## src/rtl/pipe_loop_pkg.sv

```systemverilog
package pipe_loop_pkg;
  // Run phase of the completion tracker
  typedef enum logic [1:0] {
    PH_IDLE = 2'd0,
    PH_RUN  = 2'd1,
    PH_FIN  = 2'd2
  } run_phase_t;
endpackage

```

## src/rtl/loop_issue_unit.sv

```systemverilog
// Loop-carried induction register plus the registered continue bit.
// An iteration issues in every cycle where cond_q is high (II = 1).
module loop_issue_unit #(
  parameter int IDX_W = 16
) (
  input  logic             clk,
  input  logic             rst,
  input  logic             start,
  input  logic [IDX_W-1:0] init_idx,
  input  logic [IDX_W-1:0] bound,
  input  logic [IDX_W-1:0] step,
  output logic             issue,
  output logic [IDX_W-1:0] issue_idx
);
  localparam int SUM_W = IDX_W + 1;

  logic [IDX_W-1:0] idx_q, bound_q, step_q;
  logic             cond_q;
  logic [SUM_W-1:0] next_sum;

  // Carry-extended next value: a carry out makes it exceed any bound
  assign next_sum = {1'b0, idx_q} + {1'b0, step_q};

  always_ff @(posedge clk) begin
    if (rst) begin
      idx_q   <= '0;
      bound_q <= '0;
      step_q  <= '0;
      cond_q  <= 1'b0;
    end else if (start) begin
      idx_q   <= init_idx;
      bound_q <= bound;
      step_q  <= step;
      cond_q  <= (init_idx < bound);
    end else if (cond_q) begin
      idx_q   <= next_sum[IDX_W-1:0];
      cond_q  <= (next_sum < {1'b0, bound_q});
    end
  end

  assign issue     = cond_q;
  assign issue_idx = idx_q;
endmodule

```

## src/rtl/loop_stage_pipe.sv

```systemverilog
// Valid/tag shift pipeline with per-stage bubble insertion.
module loop_stage_pipe #(
  parameter int NUM_STAGES = 3,
  parameter int IDX_W      = 16
) (
  input  logic                  clk,
  input  logic                  rst,
  input  logic                  issue,
  input  logic [IDX_W-1:0]      issue_idx,
  input  logic [NUM_STAGES-1:0] stage_en,
  output logic [NUM_STAGES-1:0] stage_valid,
  output logic                  result_valid,
  output logic [IDX_W-1:0]      result_idx
);
  localparam int LAST = NUM_STAGES - 1;

  logic [NUM_STAGES-1:0] vld_q;
  logic [IDX_W-1:0]      tag_q [NUM_STAGES];
  logic                  res_vld_q;
  logic [IDX_W-1:0]      res_tag_q;

  // Valid bits: reset, head loads the issue bit, later stages gate by predicate
  always_ff @(posedge clk) begin
    if (rst) begin
      vld_q <= '0;
    end else begin
      vld_q[0] <= issue;
      for (int s = 1; s < NUM_STAGES; s++) begin
        vld_q[s] <= vld_q[s-1] & stage_en[s-1];
      end
    end
  end

  // Induction tag travels alongside its valid bit (no reset needed)
  always_ff @(posedge clk) begin
    tag_q[0] <= issue_idx;
    for (int s = 1; s < NUM_STAGES; s++) begin
      tag_q[s] <= tag_q[s-1];
    end
  end

  // Registered result port
  always_ff @(posedge clk) begin
    if (rst) begin
      res_vld_q <= 1'b0;
    end else begin
      res_vld_q <= vld_q[LAST] & stage_en[LAST];
    end
    res_tag_q <= tag_q[LAST];
  end

  assign stage_valid  = vld_q;
  assign result_valid = res_vld_q;
  assign result_idx   = res_tag_q;
endmodule

```

## src/rtl/loop_done_tracker.sv

```systemverilog
// Raises a sticky done once issue has stopped and the pipe is empty.
module loop_done_tracker #(
  parameter int NUM_STAGES = 3
) (
  input  logic                  clk,
  input  logic                  rst,
  input  logic                  start,
  input  logic                  issue,
  input  logic [NUM_STAGES-1:0] stage_valid,
  output logic                  done
);
  import pipe_loop_pkg::*;

  run_phase_t phase_q;
  logic       done_q;

  always_ff @(posedge clk) begin
    if (rst) begin
      phase_q <= PH_IDLE;
      done_q  <= 1'b0;
    end else if (start) begin
      phase_q <= PH_RUN;
      done_q  <= 1'b0;
    end else if (phase_q == PH_RUN && !issue && stage_valid == '0) begin
      phase_q <= PH_FIN;
      done_q  <= 1'b1;
    end
  end

  assign done = done_q;
endmodule

```

## src/rtl/pipe_loop_ctrl.sv

```systemverilog
// Top: pipelined loop issue controller, II = 1.
module pipe_loop_ctrl #(
  parameter int NUM_STAGES = 3,
  parameter int IDX_W      = 16
) (
  input  logic                  clk,
  input  logic                  rst,
  input  logic                  start,
  input  logic [IDX_W-1:0]      init_idx,
  input  logic [IDX_W-1:0]      bound,
  input  logic [IDX_W-1:0]      step,
  input  logic [NUM_STAGES-1:0] stage_en,
  output logic [NUM_STAGES-1:0] stage_valid,
  output logic                  result_valid,
  output logic [IDX_W-1:0]      result_idx,
  output logic                  done
);
  logic             issue;
  logic [IDX_W-1:0] issue_idx;

  loop_issue_unit #(.IDX_W(IDX_W)) u_issue (
    .clk       (clk),
    .rst       (rst),
    .start     (start),
    .init_idx  (init_idx),
    .bound     (bound),
    .step      (step),
    .issue     (issue),
    .issue_idx (issue_idx)
  );

  loop_stage_pipe #(.NUM_STAGES(NUM_STAGES), .IDX_W(IDX_W)) u_pipe (
    .clk          (clk),
    .rst          (rst),
    .issue        (issue),
    .issue_idx    (issue_idx),
    .stage_en     (stage_en),
    .stage_valid  (stage_valid),
    .result_valid (result_valid),
    .result_idx   (result_idx)
  );

  loop_done_tracker #(.NUM_STAGES(NUM_STAGES)) u_done (
    .clk         (clk),
    .rst         (rst),
    .start       (start),
    .issue       (issue),
    .stage_valid (stage_valid),
    .done        (done)
  );
endmodule

```

## config.mk

```make
export PLATFORM = sky130hd
export DESIGN_NAME = pipe_loop_ctrl
export DESIGN_NICKNAME = d
export VERILOG_FILES = /design/src/rtl/pipe_loop_pkg.sv /design/src/rtl/loop_issue_unit.sv /design/src/rtl/loop_stage_pipe.sv /design/src/rtl/loop_done_tracker.sv /design/src/rtl/pipe_loop_ctrl.sv
export SDC_FILE = /design/constraint.sdc
export NUM_CORES = 1
export LEC_CHECK = 0
export ABC_AREA = 0
export BUFFER_PORTS_ARGS = -buffer_cell sky130_fd_sc_hd__buf_4
export CORE_MARGIN = 1.5
export CORE_UTILIZATION = 40
export CTS_CLUSTER_SIZE = 8
export DETAILED_ROUTE_END_ITERATION = 7
export MAX_ROUTING_LAYER = met4
export PLACE_DENSITY = 0.69
export SYNTH_ARGS = -nofsm -noshare
export SYNTH_HDL_FRONTEND = slang
export SYNTH_SLANG_ARGS = --single-unit
```

## constraint.sdc

```tcl
create_clock -name clk -period 4.9 [get_ports clk]
set_clock_uncertainty 0.15 [all_clocks]
set_input_delay 0 -clock clk [delete_from_list [all_inputs] [get_ports clk]]
set_output_delay 0 -clock clk [all_outputs]
set_load 0.01 [all_outputs]
```

==> key figures <==
Run status
  • Status: finished, final reports clean

Critical path
  • Signal arrival time at the worst endpoint: between 3000 and 4000 ps
  • Critical path class: flop to flop
  • Worst Path Buf+Inv: 0
  • Slowest-stage cell, CP: fa_1
  • Delay of the slowest cell on the worst path: 440 ps
  • Largest delay share family, worst path: compound AO/OA/AOI/OAI gates
  • Worst-path maximum fanout: 4
  • Worst setup SP type: flop
  • CP cell instances: ha_1, fa_1, a211oi_1, nor4b_1, or2_1, or2_0, o211a_1, ha_1, a21o_1, a2111oi_0, o21ai_0, a31oi_1, a31o_2
  • Kind of end point of the critical path: flop
  • Critical Path RT: 5110 ps
  • Most used cell along the critical path: ha_1

Placed design
  • Dpl hpwl: 7.74 mm
  • Port bufs: between 70 and 80
  • Routability cong.: 0.851

Yosys
  • Syn Std Cell Area: 0.00487 mm^2
  • Synth Area in XOR/XNOR: around 2.0%
  • Unique cell type count in the Yosys netlist: 52
  • Net Count, Synth: between 500 and 600
  • Synth Area in Adders: between 10% and 20%
  • Simple-gate share of the synthesized area: about 11%
  • #FFs+latches synth: roughly 120
  • Largest family of logic cells by synthesized area: compound AO/OA/AOI/OAI gates
  • Mapped Avg Cell Area: 10.1 um^2
  • Yosys top cell by area: dfxtp_1
  • Multiplexer share of the synthesized area: 7.60%
  • Post-synth top cells: 119 x dfxtp_1, 53 x nor2_1, 46 x ha_1
  • Compound-Gate Fraction of Synth Area: 13.5%
  • Top-count cell post-synth: dfxtp_1
  • Top cell type's share of synthesized area: 48.9%
  • Ys Warns: 0
  • Synth async-reset ratio: 0%
  • Mapped Cells: slightly below 500
  • Area contributors post-synth: dfxtp_1 49%, ha_1 12%, mux2i_1 7.6%
  • Seq/Total Area, Yosys: between 40% and 50%
  • Post-synth EDFFs: 0
  • Synth Flop Type: dfxtp_1

Detailed routing
  • Routed WL: about 12 mm
  • Vias per cell: slightly above 5
  • Post-route DRC: 0
  • Via count: 4067
  • Final ANT Viol Nets: 0
  • Wirelength per Cell: 14.9 um
  • Initial DRC count: 238
  • DR pass1 iterations: 4

Floorplanning
  • Die area: 0.0129 mm^2
  • Initial core utilization: 40.7%
  • Core Region: 0.0120 mm^2
  • Die height: 113 um
  • Die width: 113 um
  • IO Pins: 75
  • Site row count: 40

GRT
  • GRT overflow: 0
  • Vias in the first global route: 4281
  • All-Layer GR Usage: 21.3%
  • Largest net degree at the start of global routing: 58
  • Global-route wire length before repair: 20.5 mm
  • Initial antenna violation count: 0

Pwr
  • Leak: 0.00335 uW
  • Max VDD drop: 180 uV
  • PwrDens: roughly 380 mW/mm^2

Clock network
  • CTS Root Cell: clkbuf_16
  • Clock slew seen by the registers of the worst setup and hold paths: ~50 ps
  • CTS Buf Count: 17
  • Htree depth: 4
  • CTS tree: built
  • Clk Latency, worst-skew pair: between 400 and 500 ps
  • CTS max path bufs: 2
  • Clock tree sinks: roughly 120

Timing
  • Final setup TNS: 0 ps
  • Final Slew Violations: 0
  • Worst rel slew slack: 37.0%
  • Min Tclk post-route: 3750 ps
  • Final setup fails: 0
  • Slew @ Worst Pin: 944 ps
  • Final period utilization: 76.5%
  • Final Hold Fails: 0
  • Peak Freq: 267 MHz
  • Setup repair after global routing missed its margin: no

Finish
  • Nets: 751
  • Antenna diode count: 0
  • Share of layout cells above drive strength 1: 17.1%
  • Area growth syn-to-layout: 44.5%
  • Final core utilization: 58.8%

Worst hold path
  • Hold/Removal Path Class: input pin to flop

Flow run
  • Max cap viols: 0
-- cell usage in the layout, fill, tap and decap left out, types with 3 or more instances in the layout --
cell           netlist  layout
clkbuf_8             0       3
nand3_1              9       9
buf_4                0      74
nor3_1               3       3
and3_1               7       7
a31oi_1              4       4
a21o_1               9       9
xnor2_1              6       6
nor2_1              53      53
nand2b_1             4       4
dlygate4sd3_1        0      93
clkinv_2             0       5
dfxtp_1            119     119
nand2_1             18      18
inv_1               39      39
nor2b_1              3       3
xor2_1               5       5
ha_1                46      46
a211oi_1             9       9
nor4b_1              3       3
o21ai_0             15      15
mux2i_1             37      37
a21oi_1             32      32
or3_1                3       3
clkbuf_16            0      17
nand4_1              5       5
-- flip-flops by register name, summed over array words and instances, names as in the netlist --
signal and flops:
u_issue.issue_idx 16, u_pipe.result_valid 1, u_issue.bound_q 16, u_issue.issue 1
u_done.phase_q 2, u_pipe.result_idx 16, u_issue.step_q 16, u_pipe.stage_valid 3
u_pipe.tag_q 48
-- cell families after synthesis --
| logic type | after synthesis |
|---|---|
| adder cells (fa/ha/maj) | 47 |
| AND/OR/NAND/NOR | 115 |
| XOR/XNOR | 11 |
| flip-flops | 119 |
| buffers and inverters | 58 |
| AO/OA/AOI/OAI | 96 |
| multiplexers | 37 |
-- power breakdown --
group	switching (uW)	leakage, uW	internal (uW)
combinational	183	0.00208	202
sequential	33.6	0.000985	1040
clock	424	0.000282	779
-- routing by layer --
metal	wire (um)	vias up	GRT usage (%)
met5	0	-	-
met4	295	0	10.6
met3	483	25	5.20
met2	5940	95	35.1
met1	5370	1929	24.3
li1	-	2018	-
-- layout make-up --
class / count / area, um^2
Fill cell: 1015 / 4920
Clock inverter: 9 / 100
Inverter: 39 / 146
Multi-Input combinational cell: 306 / 2260
Clock buffer: 22 / 474
Timing Repair Buffer: 167 / 1490
Sequential cell: 119 / 2380
Tap cell: 147 / 184
-- repair_timing --
action | 4_1_cts | 5_1_grt
hold endpoints to repair | 53 | 0
setup buffers | 0 | 0
hold buffers | 93 | 0
resized for setup | 0 | 0
-- worst paths after layout --
| check | startpoint | to | slack, ps | depth (start not counted) |
|---|---|---|---|---|
| worst min register to register | u_pipe.tag_q[0][5]$_DFF_P_ | u_pipe.tag_q[1][5]$_DFF_P_ | 170 | 0 |
| worst min-delay path | start | u_done.phase_q[1]$_SDFFE_PP0P_ | 140 | 2 |
| worst max-delay path | u_issue.issue_idx[0]$_SDFFE_PP0P_ | u_issue.issue$_SDFF_PP0_ | 1150 | 13 |
| worst max register to register | u_issue.issue_idx[0]$_SDFFE_PP0P_ | u_issue.issue$_SDFF_PP0_ | 1150 | 13 |
-- metrics by stage --
step	hold slack [ps]	area (um^2)	setup slack, ps	power, uW	cells
floorplan	-7.28	4870	1500	1290	483
global placement	83.3	5530	1200	1400	685
detailed placement	95.7	5530	1170	1410	685
CTS	121	7040	1130	2680	809
global route	176	7040	887	2780	809
finish	139	7040	1150	2660	809
(Power assumes the default switching activity.)
